[config.mk]
export PLATFORM = sky130hd
export DESIGN_NAME = ibp_top
export DESIGN_NICKNAME = d
export VERILOG_FILES = /design/src/rtl/ibp_pkg.sv /design/src/rtl/ibp_opc_dec.sv /design/src/rtl/ibp_addr_dec.sv /design/src/rtl/ibp_core.sv /design/src/rtl/ibp_top.sv
export SDC_FILE = /design/constraint.sdc
export NUM_CORES = 1
export LEC_CHECK = 0
export CORE_MARGIN = 4
export CORE_UTILIZATION = 45
export CTS_CLUSTER_SIZE = 28
export DETAILED_ROUTE_END_ITERATION = 7
export GPL_TIMING_DRIVEN = 0
export PLACE_DENSITY = 0.66
export SYNTH_ARGS = -nofsm -noshare
export SYNTH_HDL_FRONTEND = slang
export SYNTH_SLANG_ARGS = --single-unit
[constraint.sdc]
create_clock -name clk -period 3.4 [get_ports clk]
set_input_delay 0.68 -clock clk [delete_from_list [all_inputs] [get_ports clk]]
set_output_delay 0.68 -clock clk [all_outputs]
set_load 0.1 [all_outputs]
[src/rtl/ibp_pkg.sv]
package ibp_pkg;

  localparam int LEN_W  = 5;
  localparam int DISP_W = 32;
  localparam int IMM_W  = 32;
  localparam int CNT_W  = 3;

  typedef enum logic [1:0] {SZ8 = 2'd0, SZ16 = 2'd1, SZ32 = 2'd2, SZ_NONE = 2'd3} sz_e;

  typedef enum logic [2:0] {
    ST_HEAD, ST_MODRM, ST_SIB, ST_DISP, ST_IMM
  } pstate_e;

  typedef struct packed {
    logic [LEN_W-1:0]  len;
    logic [7:0]        opcode;
    sz_e               opsize;
    logic              addr16;
    logic              has_modrm;
    logic [1:0]        mod;
    logic [2:0]        reg_f;
    logic [2:0]        rm;
    logic              has_sib;
    logic [1:0]        scale;
    logic [2:0]        index;
    logic [2:0]        base;
    logic [CNT_W-1:0]  disp_bytes;
    logic [DISP_W-1:0] disp;
    logic [CNT_W-1:0]  imm_bytes;
    logic [IMM_W-1:0]  imm;
    logic              bad_opcode;
    logic              bad_addr;
  } ibp_rec_t;

  // displacement bytes implied by the addressing byte alone
  function automatic logic [CNT_W-1:0] f_modrm_disp(input logic [1:0] md,
                                                    input logic [2:0] rm,
                                                    input logic a16);
    case (md)
      2'd0:    f_modrm_disp = a16 ? ((rm == 3'd6) ? CNT_W'(2) : CNT_W'(0))
                                  : ((rm == 3'd5) ? CNT_W'(4) : CNT_W'(0));
      2'd1:    f_modrm_disp = CNT_W'(1);
      2'd2:    f_modrm_disp = a16 ? CNT_W'(2) : CNT_W'(4);
      default: f_modrm_disp = CNT_W'(0);
    endcase
  endfunction

  function automatic logic f_sib_follows(input logic [1:0] md,
                                         input logic [2:0] rm,
                                         input logic a16);
    f_sib_follows = !a16 && (md != 2'd3) && (rm == 3'd4);
  endfunction

  // displacement bytes once a scale-index-base byte has been read
  function automatic logic [CNT_W-1:0] f_sib_disp(input logic [1:0] md,
                                                  input logic [2:0] base);
    case (md)
      2'd0:    f_sib_disp = (base == 3'd5) ? CNT_W'(4) : CNT_W'(0);
      2'd1:    f_sib_disp = CNT_W'(1);
      default: f_sib_disp = CNT_W'(4);
    endcase
  endfunction

  function automatic logic [CNT_W-1:0] f_imm_bytes(input logic w, input logic o16);
    f_imm_bytes = !w ? CNT_W'(1) : (o16 ? CNT_W'(2) : CNT_W'(4));
  endfunction

  function automatic sz_e f_opsize(input logic w, input logic o16);
    f_opsize = !w ? SZ8 : (o16 ? SZ16 : SZ32);
  endfunction

endpackage

[src/rtl/ibp_opc_dec.sv]
module ibp_opc_dec
  import ibp_pkg::*;
(
  input  logic [7:0]       opc_byte,
  input  logic             pfx_o16,
  output logic             is_osz,
  output logic             is_asz,
  output logic             is_rm,
  output logic             is_movi,
  output logic [2:0]       movi_reg,
  output logic [CNT_W-1:0] movi_imm,
  output sz_e              opsize
);
  logic w_bit;

  assign is_osz   = (opc_byte == 8'h66);
  assign is_asz   = (opc_byte == 8'h67);
  assign is_rm    = (opc_byte[7:2] == 6'b100010) || (opc_byte[7:2] == 6'b000000);
  assign is_movi  = (opc_byte[7:4] == 4'hB);
  assign movi_reg = opc_byte[2:0];
  // unsupported opcodes report the full width chosen by the prefixes
  assign w_bit    = is_movi ? opc_byte[3] : (is_rm ? opc_byte[0] : 1'b1);
  assign movi_imm = f_imm_bytes(opc_byte[3], pfx_o16);
  assign opsize   = f_opsize(w_bit, pfx_o16);
endmodule

[src/rtl/ibp_addr_dec.sv]
module ibp_addr_dec
  import ibp_pkg::*;
(
  input  logic [7:0]       cur_byte,
  input  logic             a16,
  input  logic [1:0]       held_mod,
  output logic             sib_next,
  output logic [CNT_W-1:0] modrm_disp,
  output logic [CNT_W-1:0] sib_disp,
  output logic             sib_undef
);
  // cur_byte read as an addressing byte
  assign sib_next   = f_sib_follows(cur_byte[7:6], cur_byte[2:0], a16);
  assign modrm_disp = f_modrm_disp(cur_byte[7:6], cur_byte[2:0], a16);
  // cur_byte read as a scale-index-base byte
  assign sib_disp   = f_sib_disp(held_mod, cur_byte[2:0]);
  assign sib_undef  = (cur_byte[5:3] == 3'd4) && (cur_byte[7:6] != 2'd0);
endmodule

[src/rtl/ibp_core.sv]
module ibp_core
  import ibp_pkg::*;
(
  input  logic       clk,
  input  logic       rst_n,
  input  logic       in_valid,
  input  logic [7:0] in_byte,
  output logic       in_ready,
  output logic       rec_valid,
  output ibp_rec_t   rec
);
  pstate_e          state, nstate;
  ibp_rec_t         cur, nxt;
  logic [CNT_W-1:0] cnt, ncnt;
  logic [1:0]       pos, npos;
  logic             pfx_o16, no16;

  logic             byte_fire;
  logic             rec_done;

  logic             is_osz, is_asz, is_rm, is_movi;
  logic [2:0]       movi_reg;
  logic [CNT_W-1:0] movi_imm;
  sz_e              opc_size;
  logic             sib_next, sib_undef;
  logic [CNT_W-1:0] modrm_disp, sib_disp;

  assign byte_fire = in_valid && in_ready;

  ibp_opc_dec u_opc (
    .opc_byte (in_byte),
    .pfx_o16  (pfx_o16),
    .is_osz   (is_osz),
    .is_asz   (is_asz),
    .is_rm    (is_rm),
    .is_movi  (is_movi),
    .movi_reg (movi_reg),
    .movi_imm (movi_imm),
    .opsize   (opc_size)
  );

  ibp_addr_dec u_addr (
    .cur_byte   (in_byte),
    .a16        (cur.addr16),
    .held_mod   (cur.mod),
    .sib_next   (sib_next),
    .modrm_disp (modrm_disp),
    .sib_disp   (sib_disp),
    .sib_undef  (sib_undef)
  );

  always_comb begin
    nxt      = cur;
    nstate   = state;
    ncnt     = cnt;
    npos     = pos;
    no16     = pfx_o16;
    rec_done = 1'b0;
    if (byte_fire) begin
      nxt.len = cur.len + LEN_W'(1);
      case (state)
        ST_HEAD: begin
          if (is_osz) begin
            no16 = 1'b1;
          end else if (is_asz) begin
            nxt.addr16 = 1'b1;
          end else if (is_rm) begin
            nxt.opcode    = in_byte;
            nxt.opsize    = opc_size;
            nxt.has_modrm = 1'b1;
            nstate        = ST_MODRM;
          end else if (is_movi) begin
            nxt.opcode    = in_byte;
            nxt.opsize    = opc_size;
            nxt.reg_f     = movi_reg;
            nxt.imm_bytes = movi_imm;
            ncnt          = movi_imm;
            npos          = 2'd0;
            nstate        = ST_IMM;
          end else begin
            nxt.opcode     = in_byte;
            nxt.opsize     = opc_size;
            nxt.bad_opcode = 1'b1;
            rec_done       = 1'b1;
          end
        end
        ST_MODRM: begin
          nxt.mod        = in_byte[7:6];
          nxt.reg_f      = in_byte[5:3];
          nxt.rm         = in_byte[2:0];
          nxt.disp_bytes = sib_next ? CNT_W'(0) : modrm_disp;
          ncnt           = modrm_disp;
          npos           = 2'd0;
          if (sib_next)                    nstate   = ST_SIB;
          else if (modrm_disp != CNT_W'(0)) nstate  = ST_DISP;
          else                             rec_done = 1'b1;
        end
        ST_SIB: begin
          nxt.has_sib    = 1'b1;
          nxt.scale      = in_byte[7:6];
          nxt.index      = in_byte[5:3];
          nxt.base       = in_byte[2:0];
          nxt.bad_addr   = sib_undef;
          nxt.disp_bytes = sib_disp;
          ncnt           = sib_disp;
          npos           = 2'd0;
          if (sib_disp != CNT_W'(0)) nstate   = ST_DISP;
          else                       rec_done = 1'b1;
        end
        ST_DISP: begin
          nxt.disp[{pos, 3'b000} +: 8] = in_byte;
          ncnt = cnt - CNT_W'(1);
          npos = pos + 2'd1;
          if (cnt == CNT_W'(1)) rec_done = 1'b1;
        end
        ST_IMM: begin
          nxt.imm[{pos, 3'b000} +: 8] = in_byte;
          ncnt = cnt - CNT_W'(1);
          npos = pos + 2'd1;
          if (cnt == CNT_W'(1)) rec_done = 1'b1;
        end
        default: nstate = ST_HEAD;
      endcase
    end
  end

  always_ff @(posedge clk or negedge rst_n) begin
    if (!rst_n) begin
      state     <= ST_HEAD;
      cur       <= '0;
      cnt       <= '0;
      pos       <= '0;
      pfx_o16   <= 1'b0;
      in_ready  <= 1'b0;
      rec_valid <= 1'b0;
      rec       <= '0;
    end else begin
      in_ready  <= 1'b1;
      rec_valid <= rec_done;
      if (rec_done) begin
        rec     <= nxt;
        cur     <= '0;
        state   <= ST_HEAD;
        cnt     <= '0;
        pos     <= '0;
        pfx_o16 <= 1'b0;
      end else begin
        cur     <= nxt;
        state   <= nstate;
        cnt     <= ncnt;
        pos     <= npos;
        pfx_o16 <= no16;
      end
    end
  end

  // a record only follows an accepted byte
  a_r11_pulse_after_byte: assert property (@(posedge clk) disable iff (!rst_n)
    rec_valid |-> $past(byte_fire));

  // 16-bit addressing never carries a scale-index-base byte or 4-byte displacement
  a_r6_no_sib_in_16: assert property (@(posedge clk) disable iff (!rst_n)
    (rec_valid && rec.addr16) |-> (!rec.has_sib && rec.disp_bytes != CNT_W'(4)));

  // the undefined-address flag needs a read scale-index-base byte
  a_r7_bad_addr_source: assert property (@(posedge clk) disable iff (!rst_n)
    (rec_valid && rec.bad_addr) |-> (rec.has_sib && rec.index == 3'd4 && rec.scale != 2'd0));

  // an immediate comes only with the short form
  a_r8_imm_without_modrm: assert property (@(posedge clk) disable iff (!rst_n)
    (rec_valid && rec.imm_bytes != CNT_W'(0)) |-> !rec.has_modrm);

  // an unsupported opcode closes the record with no field bytes
  a_r10_bad_opcode_bare: assert property (@(posedge clk) disable iff (!rst_n)
    (rec_valid && rec.bad_opcode) |->
      (!rec.has_modrm && rec.disp_bytes == CNT_W'(0) && rec.imm_bytes == CNT_W'(0)));

  // while idle after a pulse, the parser stays ready
  a_r1_ready_after_reset: assert property (@(posedge clk) disable iff (!rst_n)
    $past(in_ready) |-> in_ready);
endmodule

[src/rtl/ibp_top.sv]
module ibp_top
  import ibp_pkg::*;
(
  input  logic              clk,
  input  logic              rst_n,
  input  logic              in_valid,
  input  logic [7:0]        in_byte,
  output logic              in_ready,
  output logic              rec_valid,
  output logic [LEN_W-1:0]  rec_len,
  output logic [7:0]        rec_opcode,
  output logic [1:0]        rec_opsize,
  output logic              rec_addr16,
  output logic              rec_has_modrm,
  output logic [1:0]        rec_mod,
  output logic [2:0]        rec_reg,
  output logic [2:0]        rec_rm,
  output logic              rec_has_sib,
  output logic [1:0]        rec_scale,
  output logic [2:0]        rec_index,
  output logic [2:0]        rec_base,
  output logic [CNT_W-1:0]  rec_disp_bytes,
  output logic [DISP_W-1:0] rec_disp,
  output logic [CNT_W-1:0]  rec_imm_bytes,
  output logic [IMM_W-1:0]  rec_imm,
  output logic              rec_bad_opcode,
  output logic              rec_bad_addr
);
  ibp_rec_t rec;

  ibp_core u_core (
    .clk       (clk),
    .rst_n     (rst_n),
    .in_valid  (in_valid),
    .in_byte   (in_byte),
    .in_ready  (in_ready),
    .rec_valid (rec_valid),
    .rec       (rec)
  );

  assign rec_len        = rec.len;
  assign rec_opcode     = rec.opcode;
  assign rec_opsize     = rec.opsize;
  assign rec_addr16     = rec.addr16;
  assign rec_has_modrm  = rec.has_modrm;
  assign rec_mod        = rec.mod;
  assign rec_reg        = rec.reg_f;
  assign rec_rm         = rec.rm;
  assign rec_has_sib    = rec.has_sib;
  assign rec_scale      = rec.scale;
  assign rec_index      = rec.index;
  assign rec_base       = rec.base;
  assign rec_disp_bytes = rec.disp_bytes;
  assign rec_disp       = rec.disp;
  assign rec_imm_bytes  = rec.imm_bytes;
  assign rec_imm        = rec.imm;
  assign rec_bad_opcode = rec.bad_opcode;
  assign rec_bad_addr   = rec.bad_addr;
endmodule

==> run summary <==
area of the multi-input gates -> 0.00350 mm^2
Seq. cell area -> 0.00558 mm^2
Fillers -> 1892
Synth Net Count -> 979
final wirelength -> 23.9 mm
Pre-antenna DRT Iters -> 5
Syn-to-layout area delta -> 23.4%
final period utilization -> 0.877
Post-synth EDFFs -> 0
Sw Ratio -> 0.420
reg2reg path depth -> 8
post-synthesis register bit count -> 223
Logic pwr share -> 0.406
Site Rows -> 53
Chip Width -> 156 um
Hold Path Class -> input pin to asynchronous set/reset pin
Routability Congestion -> 0.869
most area-hungry cell type in the Yosys netlist -> dfrtp_1
via count -> 7039
IO Port Bufs -> 116
layout cells sized above 1 -> 0.0664
reg-to-reg slack, setup -> 700 ps
DP Worst Slack -> -130 ps
sequential share of the synthesized area -> 0.569
Yosys cell types -> 55
max-cap violation count -> 0
leakage dissipation -> 5.53 nW
residual DRC count -> 0
total routing usage reported by global routing -> 0.199
RSZ-0062 raised after global routing -> no
dominant synthesized flop cell -> dfrtp_1
Resize count post-CTS -> 0
skew final -> 9.36 ps
Tot Pwr -> 0.00983 W
Startpoint Class -> input pin
maximum number of pins on one net before global-route repair -> 123
status -> completed
Die Area -> 0.0242 mm^2
Core Region -> 0.0212 mm^2
PD cells -> 813 mW/mm^2
Setup Buffers After CTS -> 0
vias per inst -> 5.06
DR iter-0 viols -> 419
Worst path slowest cell -> clkdlybuf4s50_1
RR Startpoint -> u_core.state[2]$_DFFE_PN0P_
slew margin rel. -> 0.281
Clk network pwr share -> 0.256
DP Wirelength -> 16.6 mm
vias in the first global route -> 7078
final hold vios -> 0
Syn Std Cell Area -> 0.00980 mm^2
WP data required -> 3780 ps
Gate Count Post-Synth -> 960
Area contributors post-synth -> dfrtp_1 (57%), mux2i_1 (12%), nor2_1 (7.2%), a21oi_1 (4.4%), inv_1 (4.3%)
CTS buffer count -> 23
initial antenna violation count -> 0
clock root cell -> clkbuf_16
nets@finish -> 1121
Routed Antenna Nets -> 0
ys async rst share -> 1.00
fmax -> 0.335 GHz
Top cell by count, worst path -> buf_2
hold_ws -> 189 ps
I/O pin count -> 119
H-tree depth -> 1
Max clock buf depth -> 3
crit-path max FO -> 10
top cell type's share of synthesized area -> 0.569
Internal -> 0.00570 W
FF-to-FF End -> u_core.cur[87]$_DFF_PN0_
TritonCTS clock tree -> built
Worst setup EP type -> flop
peak supply drop -> 0.507 mV
crit path launch -> in_byte[0]
Overflow after GRT -> 0
final worst slack -> 417 ps
Slew @ Worst Pin -> 1080 ps
Vert. Die Dim -> 156 um
most frequent cells in the layout -> dfrtp_1 (223), nor2_1 (189), mux2i_1 (120), clkdlybuf4s50_1 (115), inv_1 (112)
average wire per standard cell -> 17.2 um
Syn. warnings -> 0
min Tclk post-route -> 2980 ps
max-slew violations -> 0
Seq pwr share -> 0.338
n_diodes -> 0
final setup vio count -> 0
P_sw -> 0.00413 W
first-pass GRT wire length -> 38.5 mm
Initial Utilization -> 0.462
critical path class -> input pin to flop
Syn Area/Cell -> 10.2 um^2
# clock sinks -> 223
Arrival @ worst endpoint -> 3360 ps
setup TNS -> 0 ps
clock latency on the worst-skew pair -> 500 ps
worst path cell trace -> clkdlybuf4s50_1 > clkbuf_1 > and3b_1 > or3b_1 > o21a_1 > a31oi_2 > buf_2 > buf_2 > nor2_1
hold buffers post-CTS -> 0
commonest non-fill, non-tap cell in the layout -> dfrtp_1
register clock-pin slew on the reported worst setup and hold paths -> 60 ps
max incr delay on CP -> 460 ps
area by class of cell:
class,count,area share
clock inverter,6,0.00683
tap,275,0.0285
clock buffer,32,0.0554
timing repair buffer,117,0.0987
inverter,112,0.0348
buffer,54,0.0247
multi-input combinational,571,0.289
sequential,223,0.462
metal layers:
layer	track usage	wire length, um	vias up
li1	-	-	3411
met1	0.285	11300	3463
met2	0.322	11100	131
met3	0.0313	973	34
met4	0.0471	518	0
met5	0	0	-
critical path: cells and delay by family:
family / cells / cell delay, ps
buffers and inverters: 4 / 1440
AND/OR/NAND/NOR: 3 / 790
AO/OA/AOI/OAI: 2 / 440
kinds of logic (layout without fill, tap and decap cells):
group | count (synthesis) | after routing | share of synthesized area
buffers and inverters | 166 | 321 | 0.0734
AO/OA/AOI/OAI | 132 | 132 | 0.0778
multiplexers | 123 | 123 | 0.126
flip-flops | 223 | 223 | 0.569
adder cells (fa/ha/maj) | 8 | 8 | 0.0102
AND/OR/NAND/NOR | 300 | 300 | 0.136
other | 1 | 1 | 0.000383
XOR/XNOR | 7 | 7 | 0.00626
per-stage QoR:
| step | utilization | cell area, um^2 | std cells |
|---|---|---|---|
| 6_report | 0.570 | 12100 | 1390 |
| 5_1_grt | 0.570 | 12100 | 1390 |
| 4_1_cts | 0.570 | 12100 | 1390 |
| 3_5_place_dp | 0.534 | 11300 | 1352 |
| 3_3_place_gp | 0.533 | 11300 | 1351 |
| 2_1_floorplan | - | 9800 | 960 |
synthesized netlist by cell type (3+ instances only):
master     instances
o21ai_0            9
buf_6              9
nor2_1           189
or3b_1             3
dfrtp_1          223
nor2b_1            4
nor3b_1            5
a22oi_1            6
nand2_1           53
and2_1             5
mux2_1             3
mux2i_1          120
inv_1            112
o2bb2ai_1          3
a31oi_1            4
nand2b_1           3
ha_1               8
o22ai_1            4
xnor2_1            3
and3b_1            3
a21oi_1           87
xor2_1             4
nand3_1            9
o211ai_1           4
clkbuf_1          22
nand4_1            3
buf_2             20
power by group through the flow:
stage | combinational (W) | clock, W | sequential, W
after floorplan | 0.00149 | 0 | 0.00488
after global placement | 0.00398 | 0 | 0.00337
after detailed placement | 0.00402 | 0 | 0.00337
after CTS | 0.00403 | 0.00258 | 0.00332
after global routing | 0.00424 | 0.00268 | 0.00337
final | 0.00399 | 0.00252 | 0.00332
worst max path at each step:
stage	to	slack (ps)	depth (start not counted)
floorplan	u_core.rec[73]$_DFFE_PN0P_	840	7
finish	u_core.cur[87]$_DFF_PN0_	420	9
CTS	u_core.cur[72]$_DFF_PN0_	390	9
global placement	u_core.rec[48]$_DFFE_PN0P_	-7850	1
global route	u_core.rec[84]$_DFFE_PN0P_	260	9
detailed placement	u_core.cur[64]$_DFF_PN0_	-130	9
No activity file was read; power rests on OpenSTA's default activity.
